### src/rtl/fwmem_pkg.sv
package fwmem_pkg;

  typedef enum logic [1:0] {
    WIN_NONE   = 2'd0,
    WIN_LEGACY = 2'd1,
    WIN_TOP    = 2'd2
  } win_e;

  localparam int unsigned SIZE_W    = 2;
  localparam logic [1:0]  SIZE_BYTE = 2'b00;

endpackage

### src/rtl/fwmem_strap_latch.sv
module fwmem_strap_latch (
  input  logic clk,
  input  logic rst_n,
  input  logic strap_memen,
  input  logic strap_fwsel,
  output logic memen_q,
  output logic fwsel_q
);
  // captures continuously while reset is held; frozen afterwards
  always_ff @(posedge clk) begin
    if (!rst_n) begin
      memen_q <= strap_memen;
      fwsel_q <= strap_fwsel;
    end
  end
endmodule

### src/rtl/fwmem_window_map.sv
module fwmem_window_map
  import fwmem_pkg::*;
#(
  parameter int unsigned ADDR_W        = 32,
  parameter int unsigned LB_W          = 21,
  parameter logic [31:0] LEG_BASE      = 32'h000E_0000,
  parameter int unsigned LEG_SPAN_LOG2 = 17,
  parameter int unsigned TOP_TAG_W     = 8,
  parameter bit          LEG_AT_TOP    = 1'b1
) (
  input  logic [ADDR_W-1:0] addr,
  output win_e              win,
  output logic [LB_W-1:0]   map_addr
);
  localparam int unsigned LEG_TAG_W = ADDR_W - LEG_SPAN_LOG2;
  localparam logic [ADDR_W-1:0] LEG_TAG_FULL = ADDR_W'(LEG_BASE >> LEG_SPAN_LOG2);
  localparam logic [LEG_TAG_W-1:0] LEG_TAG = LEG_TAG_FULL[LEG_TAG_W-1:0];

  logic            leg_hit;
  logic            top_hit;
  logic [LB_W-1:0] leg_addr;

  assign leg_hit = (addr[ADDR_W-1:LEG_SPAN_LOG2] == LEG_TAG);
  assign top_hit = &addr[ADDR_W-1 -: TOP_TAG_W];

  generate
    if (LEG_AT_TOP) begin : g_leg_top
      assign leg_addr = {1'b1, addr[LB_W-2:0]};
    end else begin : g_leg_flat
      assign leg_addr = addr[LB_W-1:0];
    end
  endgenerate

  always_comb begin
    win      = WIN_NONE;
    map_addr = '0;
    if (leg_hit) begin
      win      = WIN_LEGACY;
      map_addr = leg_addr;
    end else if (top_hit) begin
      win      = WIN_TOP;
      map_addr = addr[LB_W-1:0];
    end
  end
endmodule

### src/rtl/fwmem_accept_ctl.sv
module fwmem_accept_ctl
  import fwmem_pkg::*;
#(
  parameter int unsigned ID_W = 4
) (
  input  logic              memen_q,
  input  logic              fwsel_q,
  input  logic              cfg_ovr_en,
  input  logic              cfg_ovr_val,
  input  logic              cfg_idq_en,
  input  logic [ID_W-1:0]   cfg_idq_val,
  input  logic              cyc_fwh,
  input  logic [SIZE_W-1:0] cyc_size,
  input  logic [ID_W-1:0]   cyc_id,
  input  win_e              win,
  output logic              accept
);
  logic fw_mode;
  logic kind_ok;
  logic id_ok;
  logic size_ok;
  logic win_ok;

  assign fw_mode = cfg_ovr_en ? cfg_ovr_val : fwsel_q;
  assign kind_ok = memen_q && (cyc_fwh == fw_mode);
  assign id_ok   = !(cfg_idq_en && cyc_fwh) || (cyc_id == cfg_idq_val);
  assign size_ok = (cyc_size == SIZE_BYTE);
  assign win_ok  = (win != WIN_NONE);
  assign accept  = kind_ok && id_ok && size_ok && win_ok;
endmodule

### src/rtl/fwmem_lbus_hold.sv
module fwmem_lbus_hold #(
  parameter int unsigned LB_W = 21
) (
  input  logic            clk,
  input  logic            rst_n,
  input  logic            take,
  input  logic            accept,
  input  logic            write,
  input  logic [LB_W-1:0] map_addr,
  input  logic            done,
  output logic            busy,
  output logic            fwd_accept,
  output logic [LB_W-1:0] lb_addr,
  output logic            lb_cs0_n,
  output logic            lb_rd_n,
  output logic            lb_wr_n
);
  always_ff @(posedge clk) begin
    if (!rst_n) begin
      busy       <= 1'b0;
      fwd_accept <= 1'b0;
      lb_addr    <= '0;
      lb_cs0_n   <= 1'b1;
      lb_rd_n    <= 1'b1;
      lb_wr_n    <= 1'b1;
    end else if (take) begin
      fwd_accept <= accept;
      busy       <= accept;
      if (accept) begin
        lb_addr  <= map_addr;
        lb_cs0_n <= 1'b0;
        lb_rd_n  <= write;
        lb_wr_n  <= !write;
      end
    end else if (busy && done) begin
      busy       <= 1'b0;
      fwd_accept <= 1'b0;
      lb_addr    <= '0;
      lb_cs0_n   <= 1'b1;
      lb_rd_n    <= 1'b1;
      lb_wr_n    <= 1'b1;
    end
  end

  p_hold_stable_r10: assert property (@(posedge clk) disable iff (!rst_n)
    (!lb_cs0_n && !done) |=> (!lb_cs0_n && $stable(lb_addr) && $stable(lb_rd_n)));
  p_release_r10: assert property (@(posedge clk) disable iff (!rst_n)
    (!lb_cs0_n && done) |=> (lb_cs0_n && lb_rd_n && lb_wr_n && !fwd_accept));
  p_one_strobe_r10: assert property (@(posedge clk) disable iff (!rst_n)
    !lb_cs0_n |-> $countones({lb_rd_n, lb_wr_n}) == 1);
  p_busy_cs_r11: assert property (@(posedge clk) disable iff (!rst_n)
    !lb_cs0_n |-> busy);
endmodule

### src/rtl/fwmem_window_dec.sv
module fwmem_window_dec
  import fwmem_pkg::*;
#(
  parameter int unsigned ADDR_W = 32,
  parameter int unsigned LB_W   = 21,
  parameter int unsigned ID_W   = 4
) (
  input  logic              clk,
  input  logic              rst_n,
  input  logic              strap_memen,
  input  logic              strap_fwsel,
  input  logic              cfg_ovr_en,
  input  logic              cfg_ovr_val,
  input  logic              cfg_idq_en,
  input  logic [ID_W-1:0]   cfg_idq_val,
  input  logic              cyc_valid,
  output logic              cyc_ready,
  input  logic              cyc_fwh,
  input  logic [ADDR_W-1:0] cyc_addr,
  input  logic              cyc_write,
  input  logic [1:0]        cyc_size,
  input  logic [ID_W-1:0]   cyc_id,
  input  logic              cyc_done,
  output logic              fwd_accept,
  output logic [LB_W-1:0]   lb_addr,
  output logic              lb_cs0_n,
  output logic              lb_rd_n,
  output logic              lb_wr_n
);
  logic            memen_q;
  logic            fwsel_q;
  win_e            win;
  logic [LB_W-1:0] map_addr;
  logic            accept;
  logic            busy;
  logic            take;

  assign cyc_ready = !busy;
  assign take      = cyc_valid && cyc_ready;

  fwmem_strap_latch u_straps (
    .clk         (clk),
    .rst_n       (rst_n),
    .strap_memen (strap_memen),
    .strap_fwsel (strap_fwsel),
    .memen_q     (memen_q),
    .fwsel_q     (fwsel_q)
  );

  fwmem_window_map #(
    .ADDR_W (ADDR_W),
    .LB_W   (LB_W)
  ) u_map (
    .addr     (cyc_addr),
    .win      (win),
    .map_addr (map_addr)
  );

  fwmem_accept_ctl #(
    .ID_W (ID_W)
  ) u_ctl (
    .memen_q     (memen_q),
    .fwsel_q     (fwsel_q),
    .cfg_ovr_en  (cfg_ovr_en),
    .cfg_ovr_val (cfg_ovr_val),
    .cfg_idq_en  (cfg_idq_en),
    .cfg_idq_val (cfg_idq_val),
    .cyc_fwh     (cyc_fwh),
    .cyc_size    (cyc_size),
    .cyc_id      (cyc_id),
    .win         (win),
    .accept      (accept)
  );

  fwmem_lbus_hold #(
    .LB_W (LB_W)
  ) u_hold (
    .clk        (clk),
    .rst_n      (rst_n),
    .take       (take),
    .accept     (accept),
    .write      (cyc_write),
    .map_addr   (map_addr),
    .done       (cyc_done),
    .busy       (busy),
    .fwd_accept (fwd_accept),
    .lb_addr    (lb_addr),
    .lb_cs0_n   (lb_cs0_n),
    .lb_rd_n    (lb_rd_n),
    .lb_wr_n    (lb_wr_n)
  );

  p_no_mem_r1: assert property (@(posedge clk) disable iff (!rst_n)
    (take && !memen_q) |=> (!fwd_accept && lb_cs0_n));
  p_legacy_top_r6: assert property (@(posedge clk) disable iff (!rst_n)
    (take && accept && win == WIN_LEGACY) |=> lb_addr[LB_W-1]);
  p_outside_r8: assert property (@(posedge clk) disable iff (!rst_n)
    (take && win == WIN_NONE) |=> (lb_cs0_n && !fwd_accept));
  p_size_r9: assert property (@(posedge clk) disable iff (!rst_n)
    (take && cyc_size != SIZE_BYTE) |=> !fwd_accept);
  p_reject_ready_r13: assert property (@(posedge clk) disable iff (!rst_n)
    (take && !accept) |=> cyc_ready);
endmodule

### config.mk
export PLATFORM = sky130hd
export DESIGN_NAME = fwmem_window_dec
export DESIGN_NICKNAME = d
export VERILOG_FILES = /design/src/rtl/fwmem_pkg.sv /design/src/rtl/fwmem_strap_latch.sv /design/src/rtl/fwmem_window_map.sv /design/src/rtl/fwmem_accept_ctl.sv /design/src/rtl/fwmem_lbus_hold.sv /design/src/rtl/fwmem_window_dec.sv
export SDC_FILE = /design/constraint.sdc
export NUM_CORES = 1
export LEC_CHECK = 0
export BUFFER_PORTS_ARGS = -buffer_cell sky130_fd_sc_hd__buf_2
export CAP_MARGIN = 20
export CELL_PAD_IN_SITES_DETAIL_PLACEMENT = 1
export CELL_PAD_IN_SITES_GLOBAL_PLACEMENT = 2
export CORE_MARGIN = 2
export CORE_UTILIZATION = 23
export DETAILED_ROUTE_END_ITERATION = 7
export PLACE_DENSITY_LB_ADDON = 0.1
export SYNTH_ARGS = -nofsm -noshare
export SYNTH_HDL_FRONTEND = slang
export SYNTH_SLANG_ARGS = --single-unit
### constraint.sdc
create_clock -name clk -period 1.7 [get_ports clk]
set_input_delay 0.17 -clock clk [delete_from_list [all_inputs] [get_ports clk]]
set_output_delay 0.17 -clock clk [all_outputs]
set_load 0.02 [all_outputs]
==> flow_summary.json, run 1 <==
{
  "cts-root-buf": "clkbuf_8",
  "worstSetupPathType": "flip-flop to flip-flop",
  "port_buffers": 78,
  "synth_edf_count": 2,
  "num_vias": 1262,
  "hold_path_class": "input pin to flip-flop",
  "remaining_drc_errors": 0,
  "place_area_sq_um": 1780,
  "worstPathCellList": "mux2i_1 -> xnor2_1 -> a31o_2 -> o21ai_4 -> buf_12 -> mux2i_1",
  "antenna_found_initial": 0,
  "drv_slew": 0,
  "grt_pass1_vias": 1409,
  "start_kind": "flip-flop",
  "io_pins": 79,
  "synth_flop_cell": "dfxtp_1",
  "cts_sinks": 27,
  "cp.arrival_ps": 1770,
  "peakVddDrop_v": 0.000276,
  "synthArstFlopShare": 0,
  "synthDistinctLibCells": 29,
  "fin_tns_setup_ps": 0,
  "rows": 27,
  "clk_latency_ps": 270,
  "worst_pin_slew_ps": 314,
  "grt_pass1_wl_microns": 6470,
  "synth_area_sq_um": 1280,
  "routed_wl_microns": 3840,
  "ctsHoldBuffers": 0,
  "finalSetupViolations": 0,
  "fmax_mhz": 640,
  "cts.clk_slew.worst_paths_ps": 100,
  "cpMostUsedCell": "mux2i_1",
  "power.leakage_uw": 0.000782,
  "dieWidth_microns": 78.7,
  "post_drt_wl_per_cell_microns": 13.4,
  "finalHoldViolCount": 0,
  "cts-resized-gates": 0,
  "rsz0062_at_grt": "false",
  "nets": 269,
  "cts_tree": "yes",
  "stdcell_area_sq_um": 1830,
  "whs_ps": 70.0,
  "diodes": 0,
  "synth_cells": 135,
  "htreeDepth": 1,
  "min_period_over_period": 0.919,
  "synth_seq_cells": 27,
  "place.gp.congestion": 0.702,
  "outcome": "complete, no violations",
  "final_util": 0.336,
  "crit_fanout": 13,
  "critPathSlowestCell": "edfxtp_1",
  "grt_remaining_overflow": 0,
  "drtPass1Iterations": 4,
  "slowest_delay_ps": 380,
  "yosys_warnings": 0,
  "critPathRequiredTime_ps": 1910,
  "drt_iter0_drc": 25,
  "clock_skew_ps": 4.21,
  "end_kind": "flip-flop",
  "area_delta_synth_final_pct": 42.2,
  "initial_core_util": 0.236,
  "cts_max_path_buffers": 2,
  "ys_seq_area_frac": 0.436,
  "syn-num-nets": 188,
  "drive_gt1_frac": 0.433,
  "drv_cap": 0,
  "slew-limit-headroom": 0.790,
  "grt_usage": 0.129,
  "routed_via_density": 4.40,
  "post_cts_buffers": 0,
  "die_height_microns": 78.7,
  "core-area_sq_um": 5440,
  "dp_hpwl_microns": 3190,
  "grt_max_degree": 17,
  "avgSynthCellArea_sq_um": 9.52,
  "power_density_nw_per_um2": 628,
  "period_needed_ps": 1560,
  "die_area_sq_um": 6200,
  "cts_inserted_buffers": 3,
  "antenna_left": 0
}
-- layout make-up --
class                           count  area (sq um)
Clock inverter                      1          6.26
Inverter                            2          7.51
Fill cell                         671          3610
Tap cell                           72          90.1
Multi-Input combinational cell     99           656
Timing Repair Buffer               83           465
Sequential cell                    27           561
Clock buffer                        3          41.3
-- per-stage QoR --
step           worst slack [ps]  std cells  power (uW)
2_1_floorplan               238        135         703
3_3_place_gp               96.4        283         781
3_5_place_dp               44.0        283         785
4_1_cts                    89.7        287        1170
5_1_grt                    18.2        287        1200
6_report                    137        287        1150
-- routing by layer --
metal,vias to the layer above,share of wire,global-route usage
li1,625,-,-
met1,598,0.43,0.157
met2,37,0.51,0.230
met3,2,0.058,0.0284
met4,0,0.0065,0.0316
met5,-,0,0
-- kinds of logic after synthesis --
group                     share of synthesized area
AOI/OAI and AO/OA                            0.0906
DFF                                           0.436
muxes                                         0.171
buffers and inverters                        0.0536
xor gates and xnor gates                     0.0341
and+or+nand+nor                               0.214
-- worst max-delay path: cells and delay by family (launching register included) --
family                    cells  cell delay [ps]
muxes                         2              360
AOI/OAI and AO/OA             2              470
DFF                           1              380
buffers and inverters         1              190
xor gates and xnor gates      1              100
-- flip-flops by register name (all words and copies together) (netlist names) --
register and count:
u_hold.lb_rd_n 1, u_hold.lb_cs0_n 1, u_straps.fwsel_q 1, u_hold.lb_wr_n 1
u_hold.lb_addr 21, u_hold.fwd_accept 1, u_straps.memen_q 1
-- cells in the final DEF, fill, tap and decap left out, types with 2 or more instances in the layout --
master     n
buf_4      2
buf_12     3
clkbuf_8   3
buf_2     78
inv_1      2
o21ai_1    3
o211a_1    2
nand2_1   44
a221oi_1   2
xnor2_1    5
nand4_1    3
edfxtp_1   2
dfxtp_1   25
mux2i_1   22
nor3_1     2
nor4_1     2
-- path summary, 6_finish.rpt --
kind	start	endpoint	slack, ps	cells after the start
setup / recovery	u_straps.fwsel_q$_DFFE_PN_	u_hold.lb_addr[10]$_SDFFE_PN0P_	140	6
hold / removal	strap_fwsel	u_straps.fwsel_q$_DFFE_PN_	70	1
hold reg to reg	u_hold.lb_addr[20]$_SDFFE_PN0P_	u_hold.lb_addr[20]$_SDFFE_PN0P_	460	2
setup reg to reg	u_straps.fwsel_q$_DFFE_PN_	u_hold.lb_addr[10]$_SDFFE_PN0P_	140	6
-- Yosys cell counts, drive strengths merged (3+ instances only) --
library cell,instances,area share
buf,4,0.039
clkbuf,3,0.0088
dfxtp,25,0.39
mux2i,22,0.17
nand2,44,0.13
nand4,3,0.015
nor4,3,0.019
o21ai,5,0.028
xnor2,5,0.034
-- power breakdown --
group          switching (uW)  total (uW)  internal [uW]
clock                     212         380            168
combinational            59.1         123           64.0
sequential              0.760         644            644
No activity file was read; power rests on OpenSTA's default activity.
==> run 2, diff against run 1 <==
--- a/config.mk
+++ b/config.mk
@@ -10,7 +10,7 @@
 export CELL_PAD_IN_SITES_DETAIL_PLACEMENT = 1
 export CELL_PAD_IN_SITES_GLOBAL_PLACEMENT = 2
 export CORE_MARGIN = 2
-export CORE_UTILIZATION = 23
+export CORE_UTILIZATION = 25
 export DETAILED_ROUTE_END_ITERATION = 7
 export PLACE_DENSITY_LB_ADDON = 0.1
 export SYNTH_ARGS = -nofsm -noshare
==> constraint.sdc (replaced) <==
create_clock -name clk -period 1.8 [get_ports clk]
set_input_delay 0.18 -clock clk [delete_from_list [all_inputs] [get_ports clk]]
set_output_delay 0.18 -clock clk [all_outputs]
set_load 0.02 [all_outputs]
==> run 2 against run 1 <==
  * Worst hold slack improved by 9.3 ps
  * Clock power shrank 5%
  * Die area down 7.6%
  * Final cell count shrank 0.70%
  * Combinational power decreased by 6%
  * Non-clock buffer count unchanged
  * Via count up 0.71%
  * Routed wire length down 1.9%
  * Critical endpoint is now u_hold.lb_addr[4]$_SDFFE_PN0P_
  * Largest power group unchanged
==> flow_summary.json, run 2 (synthesis gave the netlist of run 1 again) <==
{
  "worst_pin_slew_ps": 353,
  "cpMostUsedCell": "mux2i_1",
  "use_met1": 0.165,
  "dieWidth_microns": 75.7,
  "final_util": 0.359,
  "rr_startpoint": "u_straps.fwsel_q$_DFFE_PN_",
  "die_area_sq_um": 5730,
  "clk_latency_ps": 270,
  "die_height_microns": 75.7,
  "port_buffers": 78,
  "fill_cells": 610,
  "finalSetupViolations": 0,
  "worstPathCellList": "mux2i_1 -> xnor2_1 -> a31o_2 -> o21ai_4 -> buf_12 -> mux2i_1",
  "num_vias": 1271,
  "rows": 26,
  "final_cells": 285,
  "routed_wl_microns": 3770,
  "clock_skew_ps": 5.27,
  "cts-root-buf": "clkbuf_8",
  "top_register": "u_hold.lb_addr",
  "regArea_sq_um": 561,
  "largest_reg_flops": 21,
  "drv_cap": 0,
  "grt_remaining_overflow": 0,
  "min_period_over_period": 0.884,
  "grt_pass1_wl_microns": 5920,
  "place.gp.congestion": 0.701,
  "remaining_drc_errors": 0,
  "critPathSlowestCell": "edfxtp_1",
  "power.leakage_uw": 0.000780,
  "slew-limit-headroom": 0.764,
  "crit_fanout": 10,
  "top_usage_layer": "met2",
  "start_kind": "flip-flop",
  "hold_path_class": "input pin to flip-flop",
  "cts_inserted_buffers": 3,
  "finalHoldViolCount": 0,
  "grt_max_degree": 26,
  "startpoint": "u_straps.fwsel_q$_DFFE_PN_",
  "core-area_sq_um": 5040,
  "rsz0062_at_grt": "false",
  "grt_pass1_vias": 1273,
  "drive_gt1_frac": 0.433,
  "grtUsageMet3": 0.0238,
  "routed_via_density": 4.46,
  "hold_start": "strap_memen",
  "slowest_delay_ps": 370,
  "cts.clk_slew.worst_paths_ps": 100,
  "cts_sinks": 27,
  "cts_max_path_buffers": 2,
  "hold_depth": 1,
  "antenna_left": 0,
  "cts-resized-gates": 0,
  "dp_hpwl_microns": 3040,
  "reg2regPathDepth": 6,
  "drv_slew": 0,
  "post_drt_wl_per_cell_microns": 13.2,
  "grt_usage": 0.136,
  "nets": 269,
  "htreeDepth": 1,
  "period_needed_ps": 1590,
  "area_delta_synth_final_pct": 41.0,
  "final_cell_mix": "buf_2, nand2_1, dfxtp_1",
  "layout_commonest_cell": "buf_2",
  "peakVddDrop_v": 0.000231,
  "ctsHoldBuffers": 0,
  "worstSetupPathType": "flip-flop to flip-flop",
  "dpl.cell_count": 281,
  "fin_tns_setup_ps": 0,
  "end_kind": "flip-flop",
  "drtPass1Iterations": 4,
  "outcome": "complete, no violations",
  "multiInputGateArea_sq_um": 656,
  "cts_tree": "yes",
  "fmax_mhz": 628,
  "initial_core_util": 0.255,
  "antenna_found_initial": 0,
  "cp.arrival_ps": 1790,
  "critPathRequiredTime_ps": 2000,
  "post_cts_buffers": 0,
  "use_met2": 0.244,
  "drt_iter0_drc": 42,
  "diodes": 0,
  "power_density_nw_per_um2": 600,
  "io_pins": 79
}
-- run 2: cell counts in the layout (fill, tap and decap cells not counted) --
No cell type changed its count.
-- run 2: layout make-up --
class,instances,area share
well taps,70,0.0483
inverters,2,0.00414
flip-flops and latches,27,0.309
repair buffers,83,0.250
clock inverters,1,0.00345
clock buffers,3,0.0228
multi-input cells,99,0.362
-- run 2: stage by stage --
step           hold slack [ps]  setup WS, ps  area [sq um]  total power (uW)
2_1_floorplan              279           338          1280               664
3_3_place_gp               359           157          1760               736
3_5_place_dp               362          76.0          1760               740
4_1_cts                   70.7           190          1810              1110
5_1_grt                   65.8          86.1          1810              1140
6_report                  79.2           208          1810              1090
-- run 2: routing by layer --
layer / wire length [microns] / up-vias / part of all wire
li1: - / 626 / -
met1: 1620 / 602 / 0.43
met2: 1900 / 41 / 0.50
met3: 229 / 2 / 0.061
met4: 22 / 0 / 0.0058
met5: 0 / - / 0
-- run 2: final timing paths --
| path | end | slack (ps) |
|---|---|---|
| max | u_hold.lb_addr[4]$_SDFFE_PN0P_ | 210 |
| min | u_straps.memen_q$_DFFE_PN_ | 80 |
| min reg2reg | u_hold.lb_addr[9]$_SDFFE_PN0P_ | 460 |
| max reg2reg | u_hold.lb_addr[4]$_SDFFE_PN0P_ | 210 |
-- run 2: worst max-delay path: cells and delay by family, from the launching register on --
kind,cells,cell delay (ps)
muxes,2,380
xor gates and xnor gates,1,100
DFF,1,370
AOI/OAI and AO/OA,2,510
buffers and inverters,1,170
-- run 2: report_power, final --
group	internal [uW]	switching [uW]	total, uW
combinational	60.4	55.6	116
sequential	608	0.685	609
clock	158	203	362
total	827	259	1090
==> run 3, diff against run 2 <==
--- a/config.mk
+++ b/config.mk
@@ -10,9 +10,10 @@
 export CELL_PAD_IN_SITES_DETAIL_PLACEMENT = 1
 export CELL_PAD_IN_SITES_GLOBAL_PLACEMENT = 2
 export CORE_MARGIN = 2
-export CORE_UTILIZATION = 25
+export CORE_UTILIZATION = 23
 export DETAILED_ROUTE_END_ITERATION = 7
 export PLACE_DENSITY_LB_ADDON = 0.1
+export SLEW_MARGIN = 20
 export SYNTH_ARGS = -nofsm -noshare
 export SYNTH_HDL_FRONTEND = slang
 export SYNTH_SLANG_ARGS = --single-unit
==> constraint.sdc (replaced) <==
create_clock -name clk -period 1.5 [get_ports clk]
set_input_delay 0.15 -clock clk [delete_from_list [all_inputs] [get_ports clk]]
set_output_delay 0.15 -clock clk [all_outputs]
set_load 0.02 [all_outputs]
==> run 3 against run 2 <==
  * The run now ends with negative setup slack left
  * Global-route usage decreased by 0.64 points
  * First-iteration DRC count shrank 36%
  * Count of clock-buffer cells in the layout unchanged
  * Core utilization shrank 1.0 points
  * Flip-flop and latch count unchanged
  * Power increased by 22%
  * Clock skew decreased by 4.0 ps
  * Design area rose by 4.8%
  * Worst hold slack got worse by 31 ps
  * Routed wire length grew 6.8%
  * Critical path type unchanged
  * Critical endpoint is now u_hold.lb_addr[1]$_SDFFE_PN0P_
  * Highest routed layer unchanged
==> flow_summary.json, run 3 (synthesis gave the netlist of run 1 again) <==
{
  "critPathRequiredTime_ps": 1700,
  "largest_reg_flops": 21,
  "worstSetupPathType": "flip-flop to flip-flop",
  "net-switching-power_uw": 323,
  "pwr-share-comb": 0.125,
  "drt_iter0_drc": 27,
  "core-area_sq_um": 5440,
  "antenna_left": 0,
  "grt_usage": 0.130,
  "fill_cells": 674,
  "setup_slack_ps": -89.3,
  "num_vias": 1295,
  "routed_via_density": 4.40,
  "stdcell_area_sq_um": 1900,
  "port_buffers": 78,
  "dpl.cell_count": 288,
  "rsz0062_at_grt": "true",
  "htreeDepth": 1,
  "final_cell_mix": "buf_2, nand2_1, dfxtp_1",
  "cts_inserted_buffers": 3,
  "remaining_drc_errors": 0,
  "p_int_uw": 1010,
  "io_pins": 79,
  "worstPathCellList": "mux2i_1 -> xnor2_1 -> a31o_2 -> o21ai_4 -> buf_12 -> mux2i_1",
  "fin_total_pwr_uw": 1330,
  "critPathSlowestCell": "edfxtp_1",
  "fmax_mhz": 629,
  "cts_sinks": 27,
  "slew-limit-headroom": 0.795,
  "top_register": "u_hold.lb_addr",
  "final_cells": 294,
  "layout_commonest_cell": "buf_2",
  "grt_pass1_wl_microns": 6460,
  "place.gp.congestion": 0.688,
  "p_seq_frac": 0.550,
  "grt_max_degree": 17,
  "critical_path.top_delay_family": "compound AO/OA/AOI/OAI gates",
  "cts_tree": "yes",
  "multiInputGateArea_sq_um": 676,
  "antenna_found_initial": 0,
  "drv_slew": 0,
  "grt_pass1_vias": 1381,
  "min_period_over_period": 1.06,
  "drtPass1Iterations": 4,
  "hold_path_class": "input pin to flip-flop",
  "pwr-share-clk": 0.325,
  "violations": "negative setup slack",
  "end_kind": "flip-flop",
  "drv_cap": 0,
  "initial_core_util": 0.236,
  "place_area_sq_um": 1820,
  "regArea_sq_um": 561,
  "nets": 276,
  "area_delta_synth_final_pct": 47.7,
  "dieWidth_microns": 78.7,
  "outcome": "complete, but fails checks",
  "dp_hpwl_microns": 3210,
  "final_util": 0.349,
  "die_height_microns": 78.7,
  "diodes": 0,
  "rows": 27,
  "slowest_delay_ps": 390,
  "preCtsSetupSlack_ps": -156,
  "switching_share": 0.243,
  "clock_skew_ps": 1.28,
  "start_kind": "flip-flop",
  "worst_pin_slew_ps": 306,
  "grt_remaining_overflow": 0,
  "finalHoldViolCount": 0,
  "cts-root-buf": "clkbuf_8",
  "clk_latency_ps": 270,
  "crit_fanout": 13,
  "die_area_sq_um": 6200,
  "routed_wl_microns": 4030,
  "path_buf_inv": 1,
  "post_drt_wl_per_cell_microns": 13.7,
  "power_density_nw_per_um2": 700,
  "ctsHoldBuffers": 0,
  "cts.clk_slew.worst_paths_ps": 100,
  "drive_gt1_frac": 0.459,
  "reg2reg_slack_ps": -90,
  "cpMostUsedCell": "mux2i_1",
  "power.leakage_uw": 0.000818,
  "peakVddDrop_v": 0.000288,
  "finalSetupViolations": 21,
  "period_needed_ps": 1590,
  "cts_max_path_buffers": 2,
  "cp.arrival_ps": 1790
}
==> run 3: stage by stage <==
| stage | hold WS [ps] | setup TNS [ps] |
|---|---|---|
| 2_1_floorplan | 249 | 0 |
| 3_3_place_gp | 334 | -1250 |
| 3_5_place_dp | 334 | -2380 |
| 4_1_cts | 43.3 | -1100 |
| 5_1_grt | 36.6 | -2470 |
| 6_report | 47.8 | -939 |
==> run 3: repair_timing <==
action                                  4_1_cts  5_1_grt
setup buffers                                 1        1
endpoints found under the setup margin       22       23
gates cloned                                  0        0
endpoints found under the hold margin         0        0
resized for setup                             1        2
pin swaps                                     1        0
==> run 3: layout make-up <==
class,instances,share of cell area
Inverter,2,0.00396
Tap cell,72,0.0475
Clock buffer,3,0.0218
Sequential cell,27,0.295
Clock inverter,1,0.00264
Multi-Input combinational cell,99,0.356
Timing Repair Buffer,90,0.273
==> run 3: per-layer routing <==
metal  wire length (microns)  part of all wire  up-vias  GRT usage
met1                    1690              0.42      613      0.154
met5                       0                 0        -          0
met3                     231             0.057        4     0.0295
met4                      38            0.0094        0     0.0368
met2                    2060              0.51       39      0.232
li1                        -                 -      639          -
==> run 3: path summary, 6_finish.rpt <==
| path | startpoint | end | depth (start not counted) |
|---|---|---|---|
| setup / recovery | u_straps.fwsel_q$_DFFE_PN_ | u_hold.lb_addr[1]$_SDFFE_PN0P_ | 6 |
| hold / removal | strap_memen | u_straps.memen_q$_DFFE_PN_ | 1 |
| setup reg to reg | u_straps.fwsel_q$_DFFE_PN_ | u_hold.lb_addr[1]$_SDFFE_PN0P_ | 6 |
| hold reg to reg | u_hold.lb_addr[10]$_SDFFE_PN0P_ | u_hold.lb_addr[10]$_SDFFE_PN0P_ | 2 |
==> run 3: power groups by stage <==
stage / Sequential, uW / Clock [uW] / Combinational [uW]
floorplan: 747 / 0 / 50.3
global placement: 747 / 0 / 147
detailed placement: 747 / 0 / 152
CTS: 731 / 458 / 159
global route: 731 / 481 / 181
finish: 731 / 431 / 166
